<file path="config.mk">
export PLATFORM = sky130hd
export DESIGN_NAME = dbgreg_handler
export DESIGN_NICKNAME = d
export VERILOG_FILES = /design/src/rtl/dbgreg_pkg.sv /design/src/rtl/dbgreg_base.sv /design/src/rtl/dbgreg_txmux.sv /design/src/rtl/dbgreg_handler.sv
export SDC_FILE = /design/constraint.sdc
export NUM_CORES = 1
export LEC_CHECK = 0
export ABC_AREA = 1
export CAP_MARGIN = 20
export CORE_ASPECT_RATIO = 0.9
export CORE_UTILIZATION = 37
export CTS_CLUSTER_DIAMETER = 50
export DETAILED_ROUTE_END_ITERATION = 16
export MAX_ROUTING_LAYER = met4
export PLACE_DENSITY = 0.65
export SLEW_MARGIN = 10
export SYNTH_ARGS = -nofsm -noshare
export SYNTH_HDL_FRONTEND = slang
export SYNTH_HIERARCHICAL = 1
export SYNTH_SLANG_ARGS = --single-unit
</file>
<file path="constraint.sdc">
create_clock -name clk -period 2.7 [get_ports clk]
set_input_delay 0.81 -clock clk [delete_from_list [all_inputs] [get_ports clk]]
set_output_delay 0.81 -clock clk [all_outputs]
set_load 0.05 [all_outputs]
</file>
<file path="src/rtl/dbgreg_pkg.sv">
package dbgreg_pkg;

    typedef enum logic [1:0] {
        ST_RECV,
        ST_DECIDE,
        ST_FWD,
        ST_SEND
    } state_t;

    typedef enum logic [2:0] {
        K_NONE   = 3'b000,
        K_RD_OK  = 3'b010,
        K_RD_ERR = 3'b011,
        K_WR_OK  = 3'b100,
        K_WR_ERR = 3'b101
    } kind_t;

    localparam logic [15:0] EXT_BASE = 16'h0200;
    localparam int          WORD_W   = 16;
    localparam int          HDR_FLITS = 3;

    function automatic int unsigned width_bits(input logic [1:0] code);
        return 32'd16 << code;
    endfunction

endpackage

</file>
<file path="src/rtl/dbgreg_base.sv">
module dbgreg_base #(
    parameter logic [15:0] VENDOR_ID  = 16'h0001,
    parameter logic [15:0] TYPE_ID    = 16'h0002,
    parameter logic [15:0] VERSION_ID = 16'h0000,
    parameter bit          CAN_STALL  = 1'b1
) (
    input  logic        clk,
    input  logic        rst,
    input  logic [15:0] addr,
    input  logic        we,
    input  logic        wbit,
    output logic [15:0] rdata,
    output logic        rd_ok,
    output logic        wr_ok,
    output logic        active
);
    localparam logic [15:0] A_VENDOR  = 16'd0;
    localparam logic [15:0] A_TYPE    = 16'd1;
    localparam logic [15:0] A_VERSION = 16'd2;
    localparam logic [15:0] A_CTRL    = 16'd3;
    localparam logic [15:0] A_STALL   = 16'd4;

    always_ff @(posedge clk) begin
        if (rst) begin
            active <= 1'b0;
        end else if (we) begin
            active <= wbit;
        end
    end

    always_comb begin
        rdata = '0;
        rd_ok = 1'b1;
        wr_ok = (addr == A_CTRL);
        unique case (addr)
            A_VENDOR:  rdata = VENDOR_ID;
            A_TYPE:    rdata = TYPE_ID;
            A_VERSION: rdata = VERSION_ID;
            A_CTRL:    rdata = {15'b0, active};
            A_STALL:   rdata = {15'b0, CAN_STALL};
            default:   rd_ok = 1'b0;
        endcase
    end
endmodule

</file>
<file path="src/rtl/dbgreg_txmux.sv">
module dbgreg_txmux #(
    parameter int          MAX_REG_SIZE = 64,
    parameter logic [15:0] MOD_ID       = 16'h0005
) (
    input  logic [3:0]              idx,
    input  logic [15:0]             dest,
    input  logic [15:0]             hdr,
    input  logic [MAX_REG_SIZE-1:0] rbuf,
    output logic [15:0]             flit
);
    localparam int NWORDS = MAX_REG_SIZE / 16;

    logic [15:0] words [NWORDS];

    for (genvar g = 0; g < NWORDS; g++) begin : g_split
        assign words[g] = rbuf[g*16 +: 16];
    end

    always_comb begin
        flit = '0;
        unique case (idx)
            4'd0:    flit = dest;
            4'd1:    flit = MOD_ID;
            4'd2:    flit = hdr;
            default: begin
                for (int k = 0; k < NWORDS; k++) begin
                    if (int'(idx) == k + 3) flit = words[k];
                end
            end
        endcase
    end
endmodule

</file>
<file path="src/rtl/dbgreg_handler.sv">
module dbgreg_handler
    import dbgreg_pkg::*;
#(
    parameter int          MAX_REG_SIZE = 64,
    parameter logic [15:0] MOD_ID       = 16'h0005,
    parameter logic [15:0] VENDOR_ID    = 16'h0001,
    parameter logic [15:0] TYPE_ID      = 16'h0002,
    parameter logic [15:0] VERSION_ID   = 16'h0000,
    parameter bit          CAN_STALL    = 1'b1
) (
    input  logic                    clk,
    input  logic                    rst,
    input  logic [15:0]             in_data,
    input  logic                    in_valid,
    input  logic                    in_last,
    output logic                    in_ready,
    output logic [15:0]             out_data,
    output logic                    out_valid,
    output logic                    out_last,
    input  logic                    out_ready,
    output logic                    ext_req,
    output logic                    ext_write,
    output logic [15:0]             ext_addr,
    output logic [1:0]              ext_width,
    output logic [MAX_REG_SIZE-1:0] ext_wdata,
    input  logic [MAX_REG_SIZE-1:0] ext_rdata,
    input  logic                    ext_ack,
    input  logic                    ext_err,
    input  logic                    evt_req,
    output logic                    evt_emit,
    output logic                    mod_active
);
    localparam int NWORDS = MAX_REG_SIZE / WORD_W;
    localparam int CW     = 4;

    state_t                  state_q, state_d;
    logic [CW-1:0]           cnt_q, nflits_q;
    logic [15:0]             src_q, addr_q;
    logic                    wr_q;
    logic [1:0]              wcode_q;
    logic [MAX_REG_SIZE-1:0] wbuf_q, rbuf_q;
    kind_t                   kind_q;

    logic        is_ext, too_wide, fwd_ok, local_ok;
    logic [15:0] base_rdata;
    logic        base_rd_ok, base_wr_ok, base_we;
    logic [CW-1:0] widx;

    assign is_ext   = (addr_q >= EXT_BASE);
    assign too_wide = (width_bits(wcode_q) > MAX_REG_SIZE);
    assign fwd_ok   = is_ext && !too_wide;
    assign local_ok = !is_ext && (wcode_q == 2'd0) && (wr_q ? base_wr_ok : base_rd_ok);
    assign widx     = cnt_q - CW'(4);

    dbgreg_base #(
        .VENDOR_ID (VENDOR_ID),
        .TYPE_ID   (TYPE_ID),
        .VERSION_ID(VERSION_ID),
        .CAN_STALL (CAN_STALL)
    ) u_base (
        .clk   (clk),
        .rst   (rst),
        .addr  (addr_q),
        .we    (base_we),
        .wbit  (wbuf_q[0]),
        .rdata (base_rdata),
        .rd_ok (base_rd_ok),
        .wr_ok (base_wr_ok),
        .active(mod_active)
    );

    dbgreg_txmux #(
        .MAX_REG_SIZE(MAX_REG_SIZE),
        .MOD_ID      (MOD_ID)
    ) u_txmux (
        .idx (cnt_q),
        .dest(src_q),
        .hdr ({kind_q, 11'b0, wcode_q}),
        .rbuf(rbuf_q),
        .flit(out_data)
    );

    // next state
    always_comb begin
        state_d = state_q;
        unique case (state_q)
            ST_RECV:   if (in_valid && in_last) state_d = ST_DECIDE;
            ST_DECIDE: state_d = fwd_ok ? ST_FWD : ST_SEND;
            ST_FWD:    if (ext_ack || ext_err) state_d = ST_SEND;
            ST_SEND:   if (out_ready && out_last) state_d = ST_RECV;
            default:   state_d = ST_RECV;
        endcase
    end

    // state register and request/response fields
    always_ff @(posedge clk) begin
        if (rst) begin
            state_q  <= ST_RECV;
            cnt_q    <= '0;
            nflits_q <= CW'(HDR_FLITS);
            src_q    <= '0;
            addr_q   <= '0;
            wr_q     <= 1'b0;
            wcode_q  <= '0;
            wbuf_q   <= '0;
            rbuf_q   <= '0;
            kind_q   <= K_NONE;
        end else begin
            state_q <= state_d;
            unique case (state_q)
                ST_RECV: if (in_valid) begin
                    if (in_last)             cnt_q <= '0;
                    else if (cnt_q != '1)    cnt_q <= cnt_q + 1'b1;
                    unique case (cnt_q)
                        4'd0:    wbuf_q <= '0;
                        4'd1:    src_q  <= in_data;
                        4'd2:    begin
                            wr_q    <= in_data[13];
                            wcode_q <= in_data[1:0];
                        end
                        4'd3:    addr_q <= in_data;
                        default: begin
                            for (int k = 0; k < NWORDS; k++) begin
                                if (int'(widx) == k) wbuf_q[k*16 +: 16] <= in_data;
                            end
                        end
                    endcase
                end
                ST_DECIDE: if (!fwd_ok) begin
                    rbuf_q   <= MAX_REG_SIZE'(base_rdata);
                    kind_q   <= wr_q ? (local_ok ? K_WR_OK : K_WR_ERR)
                                     : (local_ok ? K_RD_OK : K_RD_ERR);
                    nflits_q <= (!wr_q && local_ok) ? CW'(HDR_FLITS + 1) : CW'(HDR_FLITS);
                end
                ST_FWD: begin
                    if (ext_err) begin
                        kind_q   <= wr_q ? K_WR_ERR : K_RD_ERR;
                        nflits_q <= CW'(HDR_FLITS);
                    end else if (ext_ack) begin
                        kind_q   <= wr_q ? K_WR_OK : K_RD_OK;
                        rbuf_q   <= ext_rdata;
                        nflits_q <= wr_q ? CW'(HDR_FLITS)
                                         : CW'(HDR_FLITS) + (CW'(1) << wcode_q);
                    end
                end
                ST_SEND: if (out_ready) begin
                    cnt_q <= out_last ? '0 : cnt_q + 1'b1;
                end
                default: ;
            endcase
        end
    end

    // outputs
    always_comb begin
        in_ready  = (state_q == ST_RECV);
        out_valid = (state_q == ST_SEND);
        out_last  = (state_q == ST_SEND) && (cnt_q == nflits_q - 1'b1);
        ext_req   = (state_q == ST_FWD);
        ext_write = wr_q;
        ext_addr  = addr_q;
        ext_width = wcode_q;
        ext_wdata = wbuf_q;
        base_we   = (state_q == ST_DECIDE) && !is_ext && wr_q
                    && (wcode_q == 2'd0) && base_wr_ok;
        evt_emit  = evt_req && mod_active;
    end
endmodule

</file>
# Word level (Yosys, flattened, before mapping)
# Cells that the tools add are included.
dict set report op_classes {
  n_mul 0
  shift 2
  addsub 4
  n_lt_le_gt_ge 2
  reduce_logical 41
  muxes 43
  eq_ne 29
  n_div 0
  n_bitwise 1
}
# operator n
set op_table {}
lappend op_table {{$pmux 64 s2} 2}
lappend op_table {{$mux 64} 3}
lappend op_table {{$mux 16} 8}
lappend op_table {{$pmux 16 s3} 1}
lappend op_table {{$mux 4} 9}
lappend op_table {{$eq 16x2->1 const B} 2}
lappend op_table {{$gt 32x7->1 const B} 1}
lappend op_table {{$shl 5x2->32 const A} 1}
lappend op_table {{$reduce_and 4->1} 6}
lappend op_table {{$mux 3} 7}
lappend op_table {{$eq 16x1->1 const B} 1}
lappend op_table {{$eq 16x3->1 const B} 1}
lappend op_table {{$ge 16x10->1 const B} 1}
lappend op_table {{$logic_not 16->1} 1}
lappend op_table {{$pmux 4 s2} 2}
lappend op_table {{$reduce_and 3->1} 5}
lappend op_table {{$eq 4x2->1 const B} 3}
lappend op_table {{$eq 4x3->1 const B} 3}
lappend op_table {{$eq 4x4->1 const B} 3}
lappend op_table {{$logic_and 1x1->1} 12}
lappend op_table {{$reduce_bool 2->1} 6}
lappend op_table {{$ne 2x1->1 const B} 5}
lappend op_table {{$logic_not 4->1} 2}
lappend op_table {{$pmux 2 s4} 1}
lappend op_table {{24 further kinds} 36}
dict set report totals {
  n_memories 0
  out_inout_bits 105
  mem_bits_ro 0
  latch_bits 0
  ramBits 0
  regBits 177
}

# Logic depth before layout (Yosys ltp)
# Gate-level depths: netlist of run 1.
dict set report logic_depth {
  depth_word 9
  mapped_depth 14
  depth_no_buf 14
}

# Hierarchy
# Netlist of run 1, hierarchy kept.
# module cells_per_inst n_inst area_each_um2 seq_area_each_um2
set by_module_without_submodules {}
lappend by_module_without_submodules {dbgreg_handler 966 1 7318.3 3523.4}
lappend by_module_without_submodules {dbgreg_txmux 223 1 992.2 0.0}
lappend by_module_without_submodules {dbgreg_base 51 1 286.5 20.0}

# Least setup slack after synthesis of run 1
# OpenSTA, ideal clock, no wires.
dict set report synth_path {
  path_type {register to output}
  from {register state_q[0]}
  to {output port out_last}
  path_stages_with_launch 8
  slack_ns 0.170
  required_ns 1.890
  arrival_time_ns 1.720
  path_buffers 0
  path_cell_list {dfxtp_1 -> ha_1 -> nand2_1 -> nor2_1 -> nand2_1 -> nor2_1 -> nand2_1 -> inv_1}
}
dict set report synth_via {
  elab_chain_cells 2
}
# element line_no
set synth_lines {}
lappend synth_lines {{from (decl)} dbgreg_handler.sv:36} ;# state_t state_q, state_d;
lappend synth_lines {{from (signal assigned)} dbgreg_handler.sv:109} ;# state_q <= state_d;
lappend synth_lines {{$eq 2x2->1} --}
lappend synth_lines {{named net out_valid} dbgreg_handler.sv:18} ;# output logic out_valid,
lappend synth_lines {{$logic_and 1x1->1} dbgreg_handler.sv:158} ;# out_last = (state_q == ST_SEND) && (cnt_q == nflits_q - 1'b1);
lappend synth_lines {{to (decl)} dbgreg_handler.sv:19} ;# output logic out_last,
# The timed path passes the listed nets, and every way through them passes these cells.

# Worst setup path after layout of run 1
dict set report layout_path {
  from {register cnt_q[2]}
  to {output port out_data[2]}
}
dict set report layout_via {
  elab_chain_cells 6
  elab_cells_between_ends 12
  classes_between {eq/ne (6); mux (5); reduce/logical (1)}
}
# element line_no
set layout_lines {}
lappend layout_lines {{from (decl)} dbgreg_handler.sv:37} ;# logic [CW-1:0] cnt_q, nflits_q;
lappend layout_lines {{from (signal assigned)} dbgreg_handler.sv:113} ;# else if (cnt_q != '1) cnt_q <= cnt_q + 1'b1;
lappend layout_lines {{from (signal assigned)} dbgreg_handler.sv:147} ;# cnt_q <= out_last ? '0 : cnt_q + 1'b1;
lappend layout_lines {{$eq 4x3->1} dbgreg_txmux.sv:27} ;# if (int'(idx) == k + 3) flit = words[k];
lappend layout_lines {{$mux 16 (4 in series)} dbgreg_txmux.sv:27}
lappend layout_lines {{$pmux 16 s3 *} dbgreg_txmux.sv:21} ;# unique case (idx)
lappend layout_lines {{to (decl)} dbgreg_handler.sv:17} ;# output logic [15:0] out_data,
# Mark *: on every way between the ends. The rest lies on a longest branch, timed or not.

==> metrics, run 1 <==
Fin. Hold Viols=0; Starting Density=0.3797; width of the die=around 160 um; static leakage power=approximately 4.7 nW; Post-DP HPWL=roughly 19000 um; Root Buffer=clkbuf_16; clk slew on worst S/H paths=0.07 ns; htree depth=4; pin count of the biggest net entering global routing=83; Ports=approximately 190; Hold Crit Class=flop to flop; Reg-to-Reg End=rbuf_q[7]$_SDFFE_PP0P_; Rows=between 50 and 60; final worst path period need=roughly 2.6 ns; most used routing layer=met2; Hold EP=src_q[0]$_SDFFE_PP0P_; Vias=8538; maximum operating frequency=approximately 380 MHz; Die H=146.6 um; internal reg-to-reg setup slack=0.59 ns; clock sinks=between 150 and 200; Final Cell Area=roughly 12000 um2; PD cells=~1000 nW/um2; Mapped Cells=about 1200; antenna-violating nets left=0; crit end category=primary output; # setup viols final=0; CP startpoint=cnt_q[2]$_SDFFE_PP0P_; clock skew=0.006775 ns; arrival time at the worst endpoint=between 1.5 and 2 ns; initial antenna violation count=0; share of layout cells above drive strength 1=0.1005; vias per cell=4.964; fin nets=between 1500 and 2000; core area=approximately 23000 um2; synthesized area per cell=a little under 7 um2; Setup CP Type=flop to primary output; Setup crit start kind=flop; Die Area=between 20000 and 25000 um2; most common cell after layout, fill and taps aside=nand2_1; R2R cell count=8; critical path required time=approximately 1.9 ns; commonest cells after routing, fill and taps aside=nand2_1 (230), dfxtp_1 (172), clkdlybuf4s50_1 (170); Reg-to-Reg Start=state_q[0]$_SDFFE_PP0P_; TritonCTS buffer count=17; routing usage on met1=0.3112; status=finished, final reports clean; count of input and output buffers=about 190; clock latency on the worst-skew pair=roughly 0.43 ns; GRT met3 Usage=0.06165; antenna cells=0; first-pass GRT wire length=approximately 43000 um; worst vdd ir=between 0.8 and 0.9 mV; GRT overflow=0; vias in the first global route=about 7900; CTS Hold Buffers Added=0; Yosys warnings=6; Initial DRC Count=around 600; RePlAce Congestion=0.9337; CTS max path bufs=2; Worst Max-Slew Pin Slew=0.8962 ns; 1st-pass router iterations=5; GR Util met2=0.3440; library cells used by synthesis=35; CP Max Fanout=16; # DRC=0; Seq cells post-synth=around 180; Max Cap Viol=0; Setup TNS Final=0 ns; final period utilization=0.9786; Max-slew headroom=0.4025; Max Slew Vio Count=0; hold path depth=2; Area Overhead vs Synth=35.93%; mapped cell area=~8600 um2; final wirelength=27750 um; register area share after synthesis=0.4122; Hold Startpoint=src_q[0]$_SDFFE_PP0P_; placed cell area=roughly 11000 um2; Total GRT Usage=0.2362; routed len/inst=approximately 16 um; TritonCTS clock tree=yes
cells in the mapped netlist:
cell type / instances / area share
ha_1: 9 / 0.013
nand4_1: 49 / 0.036
o21ai_1: 7 / 0.0041
nor2_1: 99 / 0.043
xnor2_1: 1 / 0.0010
buf_2: 31 / 0.018
nand3_4: 1 / 0.0020
clkbuf_2: 2 / 0.0012
nor2_2: 4 / 0.0029
nand3_1: 147 / 0.086
o21bai_1: 1 / 0.00087
o211ai_1: 1 / 0.00087
nand2_2: 6 / 0.0044
dfxtp_1: 177 / 0.41
a21oi_1: 161 / 0.094
or2_2: 1 / 0.00073
nand2_1: 231 / 0.10
xor2_1: 1 / 0.0010
nor3_1: 4 / 0.0023
mux2i_1: 1 / 0.0012
clkbuf_8: 1 / 0.0016
buf_1: 1 / 0.00044
buf_4: 20 / 0.017
inv_2: 6 / 0.0026
inv_4: 1 / 0.00073
nor2_4: 3 / 0.0039
nand2_4: 3 / 0.0039
o21ai_2: 3 / 0.0031
clkbuf_1: 31 / 0.014
conb_1: 2 / 0.00087
o21ai_0: 86 / 0.050
o21a_1: 2 / 0.0017
nand3_2: 3 / 0.0035
buf_6: 10 / 0.013
inv_1: 134 / 0.059
cell families after synthesis:
family,share of synthesized area
AOI/OAI and AO/OA,0.1544
DFF,0.4122
buffers and inverters,0.1272
adders and majority gates,0.01310
other,0.0008736
and+or+nand+nor,0.2890
xor gates and xnor gates,0.002038
muxes,0.001164
sequential cells by signal (all words and copies together) (netlist names):
register,cells
ext_wdata,64
rbuf_q,64
ext_addr,16
src_q,16
cnt_q,4
nflits_q,4
kind_q,3
ext_width,2
state_q,2
ext_write,1
u_base/active,1
power by group:
group / switching [W] / total [W] / internal, W
clock: 0.00122 / 0.00246 / 0.00124
sequential: 0.000411 / 0.00362 / 0.00321
combinational: 0.00376 / 0.00567 / 0.00192
total: 0.00538 / 0.0118 / 0.00637
critical path, cell delays in order, from the launching register on:
cell and delay (ns):
dfxtp_2 0.37, inv_2 0.05, nor2_4 0.25, buf_6 0.15, clkbuf_16 0.16, nand3_1 0.14, nand3_2 0.13, buf_12 0.14
timing repair:
action	4_1_cts	5_1_grt
resized for setup	11	21
pin swaps	0	4
gates cloned	0	2
setup buffers	0	3
setup endpoints to repair	17	17
worst max path at each step:
stage,end,slack [ns]
4_1_cts,out_data[11],0.008
3_3_place_gp,rbuf_q[6]$_SDFFE_PP0P_,0.16
5_1_grt,out_data[9],-0.005
2_1_floorplan,out_last,0.17
6_report,out_data[2],0.06
3_5_place_dp,rbuf_q[6]$_SDFFE_PP0P_,0.15
metrics by stage:
step                      hold WS (ns)  total power (W)  utilization  setup WS [ns]  std cells
final                           0.4471          0.01175       0.5161        0.05784       1720
after global routing            0.4618          0.01241       0.5161      -0.004551       1720
after CTS                       0.4467          0.01165       0.5081       0.007903       1715
after detailed placement        0.4354         0.009142       0.4811         0.1458       1683
after global placement          0.4323         0.009116       0.4811         0.1587       1683
after floorplan                 0.4236         0.007304            -         0.1703       1263
final cells by class:
cell class / count / area [um2]
flip-flops and latches: 177 / 3557
clock buffers: 17 / 425.4
inverters: 141 / 534.3
fillers: 2197 / 10960
multi-input cells: 849 / 4160
repair buffers: 224 / 2481
well taps: 297 / 371.6
clock inverters: 15 / 156.4
layer usage:
layer,routed length (um),up-vias
li1,-,4360
met1,12830,3843
met2,12050,293
met3,2076,42
met4,794,0
met5,0,-
No activity file was read; power rests on OpenSTA's default activity.
==> run 2: changes to the inputs <==
--- a/config.mk
+++ b/config.mk
@@ -8,9 +8,11 @@
 export ABC_AREA = 1
 export CAP_MARGIN = 20
 export CORE_ASPECT_RATIO = 0.9
+export CORE_MARGIN = 2
 export CORE_UTILIZATION = 37
 export CTS_CLUSTER_DIAMETER = 50
 export DETAILED_ROUTE_END_ITERATION = 16
+export GPL_TIMING_DRIVEN = 0
 export MAX_ROUTING_LAYER = met4
 export PLACE_DENSITY = 0.65
 export SLEW_MARGIN = 10
==> run 2 against run 1 <==
Sequential share of layout area decreased by 0.32 points. Largest cell class unchanged. Highest routed layer unchanged. First-iteration DRC count up 7.9%. Non-clock buffer count up 76.
==> metrics, run 2 (synthesis gave the netlist of run 1 again) <==
antenna cells=0 (unchanged); vias in the first global route=8621 (+9.2%); CTS max path bufs=2 (unchanged); Max Slew Vio Count=0 (unchanged); fillers=2248 (+2.3%); Max-slew headroom=0.5996 (+0.1970); antenna-violating nets left=0 (unchanged); final worst path period need=2.698 ns (+0.05588 ns); TritonCTS buffer count=17 (unchanged); Setup CP Type=flop to primary output; Initial DRC Count=630 (+7.9%); count of input and output buffers=192 (unchanged); met1 wire length=13150 um (+2.5%); share of layout cells above drive strength 1=0.1227 (+0.02226); worst vdd ir=0.8125 mV (-4.5%); Die Area=24470 um2 (+2.6%); pin count of the biggest net entering global routing=18 (-78%); Starting Density=0.3797 (unchanged); maximum operating frequency=370.6 MHz (-2.1%); 1st-pass router iterations=5 (unchanged); DR WL met2=13330 um (+11%); Post-DP HPWL=22100 um (+15%); Min Hold Slack=0.4454 ns (-0.001695 ns); status=finished, final reports clean; Setup crit start kind=flop; clk slew on worst S/H paths=0.07 ns (about the same); Fin. Hold Viols=0 (unchanged); static leakage power=4.867 nW (+2.6%); clock latency on the worst-skew pair=0.44 ns (about the same); PD cells=995.5 nW/um2 (-1.0%); htree depth=4 (unchanged); clock skew=0.01338 ns (+0.006610 ns); fin nets=1583 (+5.0%); Root Buffer=clkbuf_16; core area=22640 um2 (unchanged); arrival time at the worst endpoint=1.89 ns (+0.06 ns); TritonCTS clock tree=yes; # DRC=0 (unchanged); DP Worst Slack=-0.5348 ns (-0.6806 ns); Vias=9058 (+6.1%); hold path depth=2 (unchanged); R2R cell count=9 (+1); RePlAce Congestion=0.9163 (-1.9%); critical path required time=1.89 ns (about the same); vias per cell=5.043 (+1.6%); routed len/inst=16.48 um (+2.1%); crit end category=primary output; Max Cap Viol=0 (unchanged); Die H=148.6 um (+1.4%); CP Max Fanout=10 (-6); Worst Max-Slew Pin Slew=0.6007 ns (-0.2956 ns); final wirelength=29590 um (+6.6%); initial antenna violation count=0 (unchanged); commonest cells after routing, fill and taps aside=nand2_1 (227), dfxtp_1 (172), clkdlybuf4s50_1 (171); Ports=193 (unchanged); most common cell after layout, fill and taps aside=nand2_1; Area Overhead vs Synth=37.49%; clock sinks=177 (unchanged); RSZ-0062 raised after global routing=yes; routed wl met3=2536 um (+22%); Highest Signal Layer=met4; Tot Pwr=0.01177 W (+0.14%); # setup viols final=0 (unchanged); final setup margin=0.001964 ns (-0.05588 ns); final period utilization=0.9993 (+0.02070); GRT overflow=0 (unchanged); Rows=52 (unchanged); Hold Crit Class=flop to flop; first-pass GRT wire length=45250 um (+6.4%); Total GRT Usage=0.2467 (+0.01051); width of the die=164.7 um (+1.2%)
==> run 2: cell types whose count changed in the layout (fill, tap and decap cells not counted), moves of 9 or more <==
cell      previous run  this run
buf_2                1        22
nor2_1              95        86
buf_6                1        29
buf_4               23        35
clkbuf_1             0        30
buf_12              27         0
==> run 2: area by class of cell <==
| class | count | area (um2) | share of cell area |
|---|---|---|---|
| Multi-Input combinational cell | 849 | 4140 | 0.3503 |
| Sequential cell | 177 | 3560 | 0.3012 |
| Timing Repair Buffer | 204 | 2021 | 0.1710 |
| Buffer | 96 | 600.6 | 0.05081 |
| Inverter | 141 | 531.8 | 0.04499 |
| Clock buffer | 18 | 429.2 | 0.03631 |
| Tap cell | 297 | 371.6 | 0.03144 |
| Clock inverter | 14 | 166.4 | 0.01408 |
==> run 2: path summary, 6_finish.rpt <==
check,from,slack (ns),end
min reg2reg,src_q[15]$_SDFFE_PP0P_,0.45,src_q[15]$_SDFFE_PP0P_
max,cnt_q[1]$_SDFFE_PP0P_,0.002,out_data[11]
min,src_q[15]$_SDFFE_PP0P_,0.45,src_q[15]$_SDFFE_PP0P_
max reg2reg,state_q[0]$_SDFFE_PP0P_,0.50,rbuf_q[55]$_SDFFE_PP0P_
==> run 2: through the flow <==
stage	setup TNS, ns	util	area [um2]	cells
after floorplan	0	-	8683	1263
after global placement	-8.914	0.4848	10980	1752
after detailed placement	-10.01	0.4848	10980	1752
after CTS	-0.02521	0.5146	11650	1789
after global routing	-0.1269	0.5220	11820	1796
final	0	0.5220	11820	1796
==> run 2: where the power goes <==
group | total, W | internal (W) | leakage (nW) | switching, W
clock network | 0.00256 | 0.00140 | 0.288 | 0.00116
logic | 0.00558 | 0.00179 | 3.14 | 0.00379
registers | 0.00363 | 0.00321 | 1.44 | 0.000426
total | 0.0118 | 0.00640 | 4.87 | 0.00537
==> run 2: critical path, stage by stage, from the launching register on <==
cell     delay, ns
dfxtp_4       0.39
nand2_1       0.09
inv_2         0.07
buf_4         0.17
nand3_1       0.11
nand2_1       0.09
nor2_1        0.19
nand3_1       0.15
buf_6         0.18
==> run 2: layer usage <==
| metal | vias up | track usage |
|---|---|---|
| met5 | - | - |
| li1 | 4517 | - |
| met3 | 36 | 0.07418 |
| met2 | 336 | 0.3860 |
| met1 | 4169 | 0.3113 |
| met4 | 0 | 0.06391 |
==> run 2: timing repair <==
item                       in CTS  in global routing
resized for setup             139                 39
pin swaps                       2                  5
gates cloned                    1                  0
setup endpoints to repair      21                 17
setup buffers                   4                  7
hold buffers                    0                  0
